`src/rtl/brh_pkg.sv`:
```
package brh_pkg;
  localparam int MAX_LOG2 = 5;
  localparam int SLOT_W = MAX_LOG2;

  localparam int TB_CALL = 0;
  localparam int TB_IND = 1;
  localparam int TB_COND = 2;
  localparam int TB_OTHER = 3;
  localparam int TB_REGTGT = 4;
  localparam int TYPE_W = 5;

  typedef struct packed {
    logic wrFirst;
    logic wrSecond;
    logic [SLOT_W-1:0] slotFirst;
    logic [SLOT_W-1:0] slotSecond;
  } brhStrobe_t;

  function automatic logic [TYPE_W-1:0] modeMask(input logic enable, input logic [1:0] mode);
    logic [TYPE_W-1:0] m;
    if (!enable) m = '0;
    else begin
      unique case (mode)
        2'd0: m = '1;
        2'd1: m = TYPE_W'(1) << TB_CALL;
        2'd2: m = TYPE_W'(1) << TB_IND;
        default: m = TYPE_W'(1) << TB_COND;
      endcase
    end
    return m;
  endfunction
endpackage

```
`src/rtl/brh_ctrl.sv`:
```
module brh_ctrl
  import brh_pkg::*;
#(
  parameter int DEPTH_LOG2 = 5,
  parameter bit NEWER_ARCH = 1'b1
) (
  input  logic clk,
  input  logic rst_n,
  input  logic evtValid,
  input  logic [TYPE_W-1:0] evtType,
  input  logic evtProblem,
  input  logic evtHyper,
  input  logic ctrlWrite,
  input  logic alertEnable,
  input  logic [1:0] filterMode,
  input  logic recordDisable,
  input  logic freezeSelect,
  input  logic freezeUser,
  output brhStrobe_t strobe,
  output logic [SLOT_W-1:0] wrPtr
);
  localparam int EFF_LOG2 = (DEPTH_LOG2 > MAX_LOG2) ? MAX_LOG2 : DEPTH_LOG2;
  localparam logic [SLOT_W-1:0] PTR_MASK = SLOT_W'((1 << EFF_LOG2) - 1);

  logic [TYPE_W-1:0] filterMask;
  logic [SLOT_W-1:0] ptrQ;
  logic frozen, archBlock, typeHit, take, twoEntries;

  always_comb begin
    if (freezeSelect) frozen = freezeUser ? (evtHyper && evtProblem) : (!evtHyper && evtProblem);
    else frozen = freezeUser && evtProblem;
  end

  assign archBlock = NEWER_ARCH && (recordDisable || !evtProblem);
  assign typeHit = |(evtType & filterMask);
  assign take = evtValid && typeHit && !frozen && !archBlock;
  assign twoEntries = evtType[TB_REGTGT];

  always_comb begin
    strobe.wrFirst = take;
    strobe.wrSecond = take && twoEntries;
    strobe.slotFirst = ptrQ;
    strobe.slotSecond = (ptrQ + SLOT_W'(1)) & PTR_MASK;
  end

  always_ff @(posedge clk or negedge rst_n) begin
    if (!rst_n) begin
      filterMask <= '0;
      ptrQ <= '0;
    end else begin
      if (ctrlWrite) filterMask <= modeMask(alertEnable, filterMode);
      if (take) ptrQ <= (ptrQ + (twoEntries ? SLOT_W'(2) : SLOT_W'(1))) & PTR_MASK;
    end
  end

  assign wrPtr = ptrQ;
endmodule

```
`src/rtl/brh_store.sv`:
```
module brh_store
  import brh_pkg::*;
#(
  parameter int ENTRY_W = 64,
  parameter int DEPTH_LOG2 = 5
) (
  input  logic clk,
  input  logic rst_n,
  input  brhStrobe_t strobe,
  input  logic [ENTRY_W-1:0] instAddr,
  input  logic [ENTRY_W-1:0] targetAddr,
  input  logic [SLOT_W-1:0] rdIndex,
  output logic [ENTRY_W-1:0] rdData
);
  localparam int EFF_LOG2 = (DEPTH_LOG2 > MAX_LOG2) ? MAX_LOG2 : DEPTH_LOG2;
  localparam int DEPTH = 1 << EFF_LOG2;
  localparam int IDX_W = (EFF_LOG2 < 1) ? 1 : EFF_LOG2;

  logic [ENTRY_W-1:0] ring [DEPTH];
  logic [ENTRY_W-1:0] firstWord, secondWord;

  assign firstWord = {instAddr[ENTRY_W-1:2], 2'b00};
  assign secondWord = targetAddr | ENTRY_W'(2);

  for (genvar g = 0; g < DEPTH; g++) begin : g_slot
    logic hitFirst, hitSecond;
    assign hitFirst = strobe.wrFirst && (strobe.slotFirst[IDX_W-1:0] == IDX_W'(g));
    assign hitSecond = strobe.wrSecond && (strobe.slotSecond[IDX_W-1:0] == IDX_W'(g));
    always_ff @(posedge clk or negedge rst_n) begin
      if (!rst_n) ring[g] <= '0;
      else if (hitFirst) ring[g] <= firstWord;
      else if (hitSecond) ring[g] <= secondWord;
    end
  end

  assign rdData = ring[rdIndex[IDX_W-1:0]];
endmodule

```
`src/rtl/branch_ring_recorder.sv`:
```
module branch_ring_recorder
  import brh_pkg::*;
#(
  parameter int ENTRY_W = 64,
  parameter int DEPTH_LOG2 = 5,
  parameter bit NEWER_ARCH = 1'b1
) (
  input  logic clk,
  input  logic rst_n,
  input  logic evtValid,
  input  logic [63:0] evtInstAddr,
  input  logic [63:0] evtTargetAddr,
  input  logic [4:0] evtType,
  input  logic evtProblem,
  input  logic evtHyper,
  input  logic ctrlWrite,
  input  logic alertEnable,
  input  logic [1:0] filterMode,
  input  logic recordDisable,
  input  logic freezeSelect,
  input  logic freezeUser,
  input  logic [4:0] rdIndex,
  output logic [63:0] rdData,
  output logic [4:0] wrPtr
);
  brhStrobe_t strobe;

  brh_ctrl #(.DEPTH_LOG2(DEPTH_LOG2), .NEWER_ARCH(NEWER_ARCH)) ctrl_i (
    .clk(clk), .rst_n(rst_n), .evtValid(evtValid), .evtType(evtType),
    .evtProblem(evtProblem), .evtHyper(evtHyper), .ctrlWrite(ctrlWrite),
    .alertEnable(alertEnable), .filterMode(filterMode), .recordDisable(recordDisable),
    .freezeSelect(freezeSelect), .freezeUser(freezeUser), .strobe(strobe), .wrPtr(wrPtr)
  );

  brh_store #(.ENTRY_W(ENTRY_W), .DEPTH_LOG2(DEPTH_LOG2)) store_i (
    .clk(clk), .rst_n(rst_n), .strobe(strobe), .instAddr(evtInstAddr[ENTRY_W-1:0]),
    .targetAddr(evtTargetAddr[ENTRY_W-1:0]), .rdIndex(rdIndex), .rdData(rdData)
  );
endmodule

```
`config.mk`:
```
export PLATFORM = sky130hd
export DESIGN_NAME = branch_ring_recorder
export DESIGN_NICKNAME = d
export VERILOG_FILES = /design/src/rtl/brh_pkg.sv /design/src/rtl/brh_ctrl.sv /design/src/rtl/brh_store.sv /design/src/rtl/branch_ring_recorder.sv
export SDC_FILE = /design/constraint.sdc
export NUM_CORES = 2
export LEC_CHECK = 0
export CORE_MARGIN = 3
export CORE_UTILIZATION = 45
export CTS_CLUSTER_SIZE = 16
export DETAILED_ROUTE_END_ITERATION = 6
export DONT_BUFFER_PORTS = 1
export PLACE_DENSITY = 0.69
export SLEW_MARGIN = 20
export SYNTH_ARGS = -nofsm -noshare
export SYNTH_HDL_FRONTEND = slang
export SYNTH_HIERARCHICAL = 1
export SYNTH_SLANG_ARGS = --single-unit
```
`constraint.sdc`:
```
create_clock -name clk -period 3.52 [get_ports clk]
set_input_delay 0.528 -clock clk [delete_from_list [all_inputs] [get_ports clk]]
set_output_delay 0.528 -clock clk [all_outputs]
set_load 0.03 [all_outputs]
```
==> results.txt <==
- Run status: finished with violations
- Violations in the final reports: hold timing, slew limit, setup timing
- Post-detailed-route count of antenna-violating nets: 0
- The tightest hold path in the finished design has a slack of -0.646 ns.
- The core region is 243000 µm².
- STA classifies the critical path startpoint as an input pin.
- Worst reg2reg path depth: 12
- In the final timing run, aggregate negative setup slack is -29.66 ns.
* Highest metal used: met5
* Row Count: approximately 180
* Largest driver fanout on the critical path: 504
- Setup slack on the worst reg-to-reg path comes out at ~0.11 ns.
- After layout, the minimum clock period comes to approximately 4.7 ns.
- The number of antenna violations at the first check in global routing is 25.
- Summed over all cells, the static leakage comes to just under 0.06 µW.
* RSZ-0062 raised after global routing: false
* Count of maximum capacitance violations: 0
- Dividing the detail-routed wire length by the instance count gives 28.7 µm.
- Count of final max-slew check failures: 503
- Warning count from the yosys run: 6
- Pre-antenna DRT Iters: 7
* Slew at the pin closest to its max-slew limit: 2.73 ns
- Met3 routed wirelength: 43.6 mm
* H-Tree Level Count: 4
- After synthesis, the largest area contributor takes up 46.7% of total cell area.
* Total GRT Usage: 30.2%
- For this block, the initial DRC count from the detailed router was 11200.
- Between clock sinks in the finished design, the worst skew comes to 0.0583 ns.
- Once routing completed, OpenROAD measured the worst setup slack at -1.18 ns.
* Total power of the final layout: 57700 µW
* Maximum resistive drop on vdd: 0.433 mV
- In this run the mean area of a mapped cell was 10.5 µm².
- In the post-synthesis netlist, the biggest area contributors are sky130_fd_sc_hd__dfrtp_1, sky130_fd_sc_hd__mux2i_1, sky130_fd_sc_hd__mux4_2.
- around 220 I/O pins were placed.
- Clock tree sinks: 2057
- Ratio of cells with drive above 1 in the final layout: roughly 15%
* Floorplan die area: 251000 µm²
- Tcrit/Tclk final: 133%
- The critical path is of the in -> out type.
* CP Capture Type: primary output
- Remaining max-slew budget at the tightest pin: -81.8%
- Filler Cell Count: just over 20000
- Setup violations remaining at the end of the flow were counted as a little under 60.
- Including well taps, the total number of placed cells is 12700.
- In this run, synthesis produced a sequential element count of 2057.
* Sequential area share after synthesis: 46.7%
- Across all layers, the routed design uses 86400 vias.
- The tightest min-delay check is of the in -> async type.
- In this run the horizontal extent of the chip is 501 µm.
* Library cell with the largest summed area after synthesis: sky130_fd_sc_hd__dfrtp_1
* Maximum number of pins on one net before global-route repair: between 500 and 600
- Arrival time of data at the critical path endpoint: 4.17 ns
- Cell area after synthesis: 110000 µm²
- Critical R2R Launch: ctrl_i/filterMask[0]
* Met1 Routed Length: 145 mm
* Post-detailed-routing wire length: 388 mm
* Number of hold-slack violations in the final timing report: 162
- DRC errors left: 0
- CTS tree: yes
* Mean number of vias per cell: ~6.4
- Input and output buffers added on the ports amount to 0.
- CTS buffer count: 214
* Cells after synthesis: 10500
- STA puts the critical path data required time at approximately 3 ns.
- Vias in the first global route: between 80000 and 90000
- First-pass GRT wire length: approximately 570 mm
- The clock reaches the later pin of the worst-skew pair after roughly 0.89 ns.
* Worst reg2reg path endpoint: store_i/ring[890]
* Remaining Overflow, GRT: 0
- Clock tree synthesis selected as its root buffer the cell sky130_fd_sc_hd__clkbuf_16.
- The initial utilization of the core area, before any placement, comes to 45.3%.
- Counting every net in the synthesized netlist gives approximately 11000.
* Nets: 10200
* Number of buffers between clock root and the deepest sink: 3
- Area growth from synthesis to layout: 14.0%
* Power Density: roughly 460 nW/µm²
* Half-perimeter wire length after detailed placement: roughly 200 mm
* Distinct cell type count of the synthesized netlist: 49
* Met2 layer wire length in the routed design: between 150 and 200 mm
- Final standard cell count with taps included and fillers excluded: 13500
* Top achievable clock speed: around 0.21 GHz
- At the end of routability-driven placement, the weighted congestion stood at approximately 0.83.
- Floorplan die height: 501 µm
* Clock transition at the register clock pins on the worst setup and hold paths after CTS: about 0.070 ns
worst max path at each step:
stage                    endpoint  cells past startpoint  slack, ns       start
4_1_cts         store_i/ring[722]                      7       0.01       rst_n
3_3_place_gp   store_i/ring[1432]                      4      -1.15       rst_n
6_report               rdData[57]                      3      -1.18  rdIndex[0]
2_1_floorplan          rdData[27]                      7       0.39  rdIndex[2]
5_1_grt         store_i/ring[157]                      7       0.01       rst_n
3_5_place_dp   store_i/ring[1432]                      6      -1.35       rst_n
registers in the layout, summed over array words and instances (netlist names):
| signal | cells |
|---|---|
| ctrl_i/wrPtr | 5 |
| store_i/ring | 2048 |
| ctrl_i/filterMask | 4 |
timing repair:
item	CTS	global route
resized for setup	0	14
cloned	2	3
pin swaps	0	1
buffers inserted	0	1
endpoints found under the setup margin	226	327
hold buffers	341	5
hold endpoints to repair	2628	245
worst max-delay path: stages:
cell and delay (ns):
sky130_fd_sc_hd__mux4_2 1.42, sky130_fd_sc_hd__mux4_2 0.57, sky130_fd_sc_hd__mux2_2 0.39
per-layer routing:
metal  vias up  track usage, %
li1      36100               -
met1     43600            38.9
met2      5301            46.6
met3      1307            8.14
met4        14            15.9
met5         -               0
power breakdown:
part / internal, µW / leakage [µW] / switching (µW)
clock: 14000 / 0.00371 / 10200
combinational: 3160 / 0.0271 / 3630
sequential: 25600 / 0.0285 / 1110
total: 42800 / 0.0594 / 14900
per-stage QoR:
stage / cell area (µm²) / util [%] / setup WS, ns
final: 126000 / 51.6 / -1.18
after global routing: 126000 / 51.6 / 0.0101
after CTS: 126000 / 51.6 / 0.0124
after detailed placement: 114000 / 46.7 / -1.35
after global placement: 113000 / 46.6 / -1.15
after floorplan: 110000 / - / 0.393
cells in the final DEF, fill, tap and decap left out, drive strengths merged, types with 2 or more instances in the layout:
master          n
inv            23
a221o           2
nand4bb         3
a31oi         186
clkinvlp        4
nand3          17
diode          17
nor2b          12
or2             3
and2            5
nor4bb          3
ha              7
clkinv         53
dfrtp        2057
a21oi         847
nand4b          4
nand4           3
xnor2           6
bufinv         21
a221oi         18
mux2           88
nand2        1418
mux4          596
o21a           17
nand2b         11
dlygate4sd3   216
clkbuf        318
o21ai        1001
and4b           5
o22ai          23
buf           381
mux2i        1857
nor2         1043
a21boi          4
cells in the mapped netlist (all sizes together):
| cell type | count |
|---|---|
| dfrtp | 2057 |
| mux2i | 1857 |
| nand2 | 1418 |
| nor2 | 1043 |
| o21ai | 1001 |
| clkbuf | 886 |
| a21oi | 847 |
| mux4 | 596 |
| buf | 320 |
| a31oi | 186 |
| mux2 | 88 |
| o22ai | 23 |
| a221oi | 18 |
| nand3 | 17 |
| o21a | 17 |
| inv | 12 |
| nor2b | 12 |
| nand2b | 11 |
| ha | 7 |
| xnor2 | 6 |
| and2 | 5 |
| and4b | 5 |
| a21boi | 4 |
| nand4b | 4 |
| nand4 | 3 |
| nand4bb | 3 |
| nor4bb | 3 |
| or2 | 3 |
| a221o | 2 |
| a222oi | 1 |
| and3b | 1 |
| and4 | 1 |
| fa | 1 |
| nand3b | 1 |
| nor4b | 1 |
| o2111ai | 1 |
| o211ai | 1 |
| o221ai | 1 |
| or4b | 1 |
| xor2 | 1 |
area by class of cell:
cell class / count / area [µm²] / area share, %
multi-input combinational: 7190 / 54500 / 43.4
sequential: 2057 / 51500 / 40.9
timing repair buffer: 601 / 8160 / 6.49
clock buffer: 315 / 6340 / 5.04
tap: 3202 / 4010 / 3.19
clock inverter: 89 / 1140 / 0.904
inverter: 12 / 45.0 / 0.0358
antenna: 17 / 42.5 / 0.0338
kinds of logic after synthesis:
logic type	Yosys count	synth area share, %
xor+xnor	7	0.0624
fa+ha+maj	8	0.0976
mux	2541	29.9
compound gates	2102	9.91
buf+inv	1218	4.48
flops	2057	46.7
simple gates	2532	8.85
No activity file was read; power rests on OpenSTA's default activity.
